File: src/rtl/tguard_pkg.sv
package tguard_pkg;
  localparam int CFG_W     = 8;
  localparam int EN_BIT    = 7;
  localparam int SRC_BIT   = 5;
  localparam int ZSEL_BIT  = 4;
  localparam int HALT_BIT  = 3;
  localparam int LOCK_BIT  = 0;

  typedef struct packed {
    logic loadCfg;
    logic setLock;
  } cfgStrobe_t;
endpackage

File: src/rtl/tguard_ctrl.sv
module tguard_ctrl
  import tguard_pkg::*;
#(
  parameter int W = CFG_W
) (
  input  logic         wrEn,
  input  logic [W-1:0] wrData,
  input  logic         locked,
  output cfgStrobe_t   strobe
);
  always_comb begin
    strobe.loadCfg = wrEn & ~locked;
    strobe.setLock = wrEn & wrData[LOCK_BIT] & ~locked;
  end
endmodule

File: src/rtl/tguard_dp.sv
module tguard_dp
  import tguard_pkg::*;
#(
  parameter int W = CFG_W
) (
  input  logic         clk,
  input  logic         rstN,
  input  cfgStrobe_t   strobe,
  input  logic [W-1:0] wrData,
  input  logic         zoneHot,
  input  logic         zoneAux2,
  input  logic         zoneCatCmp,
  input  logic         catDirect,
  output logic [W-1:0] rdData,
  output logic         locked,
  output logic         throttleReq,
  output logic         tripN,
  output logic         tripLatched
);
  logic enableQ, srcQ, zselQ, haltQ, lockQ, tripQ;
  logic catSel, tripSet;

  always_ff @(posedge clk or negedge rstN) begin
    if (!rstN) begin
      enableQ <= 1'b0;
      srcQ    <= 1'b0;
      zselQ   <= 1'b0;
      haltQ   <= 1'b0;
    end else if (strobe.loadCfg) begin
      enableQ <= wrData[EN_BIT];
      srcQ    <= wrData[SRC_BIT];
      zselQ   <= wrData[ZSEL_BIT];
      haltQ   <= wrData[HALT_BIT];
    end
  end

  always_ff @(posedge clk or negedge rstN) begin
    if (!rstN)               lockQ <= 1'b0;
    else if (strobe.setLock) lockQ <= 1'b1;
  end

  always_comb begin
    catSel      = srcQ ? catDirect : zoneCatCmp;
    tripSet     = enableQ & haltQ & catSel;
    throttleReq = enableQ & (zoneHot | catSel | (zoneAux2 & ~zselQ));
  end

  always_ff @(posedge clk or negedge rstN) begin
    if (!rstN)        tripQ <= 1'b0;
    else if (tripSet) tripQ <= 1'b1;
  end

  always_comb begin
    rdData           = '0;
    rdData[EN_BIT]   = enableQ;
    rdData[SRC_BIT]  = srcQ;
    rdData[ZSEL_BIT] = zselQ;
    rdData[HALT_BIT] = haltQ;
    rdData[LOCK_BIT] = lockQ;
  end

  assign locked      = lockQ;
  assign tripN       = ~tripQ;
  assign tripLatched = tripQ;
endmodule

File: src/rtl/thermal_guard.sv
module thermal_guard
  import tguard_pkg::*;
(
  input  logic             clk,
  input  logic             rstN,
  input  logic             cfgWrEn,
  input  logic [CFG_W-1:0] cfgWrData,
  output logic [CFG_W-1:0] cfgRdData,
  input  logic             zoneHot,
  input  logic             zoneAux2,
  input  logic             zoneCatCmp,
  input  logic             catDirect,
  output logic             throttleReq,
  output logic             tripN,
  output logic             tripLatched
);
  cfgStrobe_t strobe;
  logic       locked;

  tguard_ctrl #(.W(CFG_W)) ctrl_i (
    .wrEn(cfgWrEn), .wrData(cfgWrData), .locked(locked), .strobe(strobe)
  );

  tguard_dp #(.W(CFG_W)) dp_i (
    .clk(clk), .rstN(rstN), .strobe(strobe), .wrData(cfgWrData),
    .zoneHot(zoneHot), .zoneAux2(zoneAux2), .zoneCatCmp(zoneCatCmp),
    .catDirect(catDirect), .rdData(cfgRdData), .locked(locked),
    .throttleReq(throttleReq), .tripN(tripN), .tripLatched(tripLatched)
  );
endmodule

File: config.mk
export PLATFORM = sky130hd
export DESIGN_NAME = thermal_guard
export DESIGN_NICKNAME = d
export VERILOG_FILES = /design/src/rtl/tguard_pkg.sv /design/src/rtl/tguard_ctrl.sv /design/src/rtl/tguard_dp.sv /design/src/rtl/thermal_guard.sv
export SDC_FILE = /design/constraint.sdc
export NUM_CORES = 1
export LEC_CHECK = 0
export BUFFER_PORTS_ARGS = -buffer_cell sky130_fd_sc_hd__clkbuf_2
export CELL_PAD_IN_SITES_DETAIL_PLACEMENT = 1
export CELL_PAD_IN_SITES_GLOBAL_PLACEMENT = 1
export CORE_MARGIN = 1.5
export CORE_UTILIZATION = 24
export CTS_CLUSTER_DIAMETER = 30
export DETAILED_ROUTE_END_ITERATION = 8
export HOLD_SLACK_MARGIN = 0.08
export MAX_ROUTING_LAYER = met4
export PLACE_DENSITY_LB_ADDON = 0.3
export SLEW_MARGIN = 30
export SYNTH_ARGS = -nofsm -noshare
export SYNTH_HDL_FRONTEND = slang
export SYNTH_SLANG_ARGS = --single-unit
File: constraint.sdc
create_clock -name clk -period 1.6 [get_ports clk]
set_clock_uncertainty 0.15 [all_clocks]
set_input_delay 0.16 -clock clk [delete_from_list [all_inputs] [get_ports clk]]
set_output_delay 0.16 -clock clk [all_outputs]
set_load 0.1 [all_outputs]
==> results by stage <==
Run status:
- The run finished, with violations left.
- The final reports fail on setup timing.

Clock network:
- Buffers inserted during clock tree synthesis total 3.
- CTS built an H-tree with a depth of 1.
- The clock transition time at the flip-flop clock pins of the worst setup and hold paths is approximately 0.050 ns.
- The clock sink count is 6.
- The clock latency reported for the late side of the worst-skew pair is roughly 0.24 ns.
- The buffer depth of the longest clock path is 2.
- TritonCTS built the clock tree.
- The master cell of the clock root buffer is clkbuf_4.

Yosys:
- Summing the areas of all fa, ha and maj instances in the mapped netlist gives 0% of the synthesized area.
- The proportion of synthesized area in mux cells is 18.97%.
- After Yosys synthesis, XOR and XNOR cells account for 0% of the synthesized area.
- Summing the areas of all compound-gate instances in the mapped netlist gives under 10% of the synthesized area.
- During synthesis, Yosys emitted a total of 0 warnings.
- The number of flip-flops and latches in the synthesized netlist is 6.
- After synthesis, flip-flops and latches occupy approximately 47% of the total area.
- The count of different cell masters after synthesis is 11.
- The simple-gate share of the synthesized area is ~4.3%.
- After synthesis, the mean cell area works out to about 12 sq um.
- The cell area after synthesis is 316.6 sq um.
- Synthesis handed over a netlist of 26 instances.
- By area, the combinational part of the netlist is dominated by buffers and inverters.

STA:
- In this run the tightest slew margin relative to its limit is between 60% and 70%.
- The final number of max-transition violations was 0.
- The final worst slack is -0.1727 ns.
- The final setup violation count is 1.
- The number of hold-slack violations in the final timing report is 0.
- Counting I/O delays and the setup requirement, the final critical path takes 1.773 ns.
- The upper clock frequency limit is 0.5641 GHz.
- Setup repair after global routing could not meet its margin everywhere.
- The measured slew at the worst slew-check pin is ~0.54 ns.
- The share of the clock period used by the worst path after layout is 110.8%.

Drt:
- The DRC violations left is 0.
- The routed via count is between 200 and 300.
- The routed design has around 670 um of wire.
- The final routed wire length divided by cell count is around 10 um.
- The first-pass detailed-route iteration total is 1.
- After detailed routing, the number of vias per cell comes to 4.108.
- Once detail routing completed, the nets flagged for antenna violations numbered 0.
- The violation count after the first detailed-route iteration is 0.

Critical path:
- Data on the critical path is required at its endpoint by approximately 1.3 ns.
- The nature of the critical path endpoint is a primary output.
- The data arrival time at the worst-slack endpoint is roughly 1.5 ns.
- Walking the worst path, the cells encountered are mux2_4, o31a_4, buf_12.
- STA classifies the critical path startpoint as a flip-flop.
- The largest incremental delay on the critical path is slightly below 0.4 ns.
- The slowest stage of the critical path is the dfrtp_1 cell.
- Together, buffers and inverters on the worst path number 1.
- The family of cells with the greatest summed delay on the critical path is flip-flops.
- The maximum fanout count along the critical path is 2.
- The critical path is of the reg -> out type.

Place:
- Input and output buffers added on the ports amount to 19.
- The worst slack after detailed placement is approximately 0.066 ns.
- The placed cell count is between 50 and 60.
- Once placement finished, the instance area stood at between 400 and 500 sq um.
- The placer congestion estimate is 0.5252.

Finish:
- 0 antenna diodes ended up in the layout.
- For this run, the share of the core covered by cells in the final layout is a little over two fifths.
- The final non-filler cell total is 65.
- Relative to the synthesized area, the layout overhead comes to 61.66%.
- In the layout the commonest cells are clkbuf_2 (17), dlygate4sd3_1 (7), dfrtp_1 (5), mux2_2 (4).
- The library cell used most frequently in the layout, excluding fill and tap cells, is clkbuf_2.
- The final-stage net count is 67.
- The post-route netlist has 62.75% of its cells at a drive strength greater than 1.
- Once layout is done, the placed cells without fillers occupy between 500 and 600 sq um.

Power and ir drop:
- The peak supply drop is 0.0004344 V.
- In this run the power density over the cells is approximately 1500 mW/mm^2.
- The overall power after layout is ~0.76 mW.
- The analysis attributes to cell leakage a power of 0.2519 nW.

Die:
- The die boundary height is just under 40 um.
- Measured along the x axis, the die boundary spans a little under 40 um.
- For this design the top-level I/O count stands at 26.
- The floorplan core area is about 0.0012 sq mm.
- The effective utilization at floorplan is between 20% and 30%.
- The number of placement rows is 12.
- The die covers between 0.0015 and 0.002 sq mm.

Global route:
- The total overflow reported by the global router is 0.
- The number of antenna violations at the first check in global routing was 0.
- Entering global routing, the biggest net connects 7 pins.
- For this run, the total global-route usage over all layers was measured as between 10% and 20%.
- The number of global-route vias before repair is 251.
- The first global-routing pass estimated between 1000 and 1500 um of wire.

Run:
- The reported max-cap violation count is 0.

Worst hold path:
- The tightest min-delay check is of the in -> async type.
final timing paths:
check                      cells after the start        startpoint  slack [ns]                to
max                                            3         dp_i.srcQ       -0.17       throttleReq
min                                            2              rstN        0.13        dp_i.haltQ
max reg2reg                                    2       dp_i.locked        0.24       dp_i.locked
min reg2reg                                    1  dp_i.tripLatched        0.37  dp_i.tripLatched
max in group asynchronous                      2              rstN        1.00  dp_i.tripLatched
min in group clk                               3        zoneCatCmp        0.16  dp_i.tripLatched
Yosys cell counts:
| cell | instances | share of area, % |
|---|---|---|
| o31a_1 | 1 | 2.8 |
| mux2_4 | 1 | 4.7 |
| and2b_1 | 1 | 2.4 |
| mux2_2 | 4 | 14 |
| a31o_2 | 1 | 2.8 |
| buf_4 | 8 | 19 |
| dfrtp_1 | 6 | 47 |
| inv_1 | 1 | 1.2 |
| nor2b_1 | 1 | 2.0 |
| conb_1 | 1 | 1.2 |
| a21o_1 | 1 | 2.4 |
stage by stage:
stage	setup TNS [ns]	hold WS, ns
after CTS	-0.1856	0.1374
final	-0.1727	0.1323
after detailed placement	0	-0.1478
after floorplan	0	-0.2856
after global placement	0	-0.1566
after global routing	-0.2137	0.1418
per-layer routing:
| layer | vias to the layer above | GRT usage, % | part of all wire, % |
|---|---|---|---|
| met5 | - | - | 0 |
| met4 | 0 | 10.34 | 0.90 |
| met3 | 2 | 5.114 | 10 |
| met2 | 16 | 20.42 | 53 |
| met1 | 122 | 9.155 | 35 |
| li1 | 127 | - | - |
state kept, by name, summed over array words and instances (netlist names):
signal            count
dp_i.haltQ            1
dp_i.srcQ             1
dp_i.enableQ          1
dp_i.tripLatched      1
dp_i.zselQ            1
dp_i.locked           1
report_power, final:
part	switching (mW)	total, mW	internal, mW
registers	0.0207	0.197	0.177
logic	0.304	0.406	0.101
clock network	0.0583	0.153	0.0947
kinds of logic (layout without fill, tap and decap cells):
| logic type | after synthesis | after routing |
|---|---|---|
| buffers and inverters | 9 | 32 |
| flip-flops | 6 | 6 |
| multiplexers | 5 | 5 |
| AO/OA/AOI/OAI | 3 | 3 |
| AND/OR/NAND/NOR | 2 | 2 |
| other | 1 | 3 |
layout make-up:
| class | instances | area (sq um) |
|---|---|---|
| Tap cell | 14 | 17.52 |
| Clock buffer | 4 | 26.28 |
| Sequential cell | 6 | 151.4 |
| Fill cell | 143 | 659.4 |
| Multi-Input combinational cell | 13 | 118.9 |
| Inverter | 1 | 7.507 |
| Timing Repair Buffer | 27 | 190.2 |
what timing repair did:
action,4_1_cts,5_1_grt
hold buffers,7,0
buffers inserted,1,0
endpoints found under the hold margin,11,0
resized for setup,1,0
endpoints found under the setup margin,1,1
No activity file was read; power rests on OpenSTA's default activity.
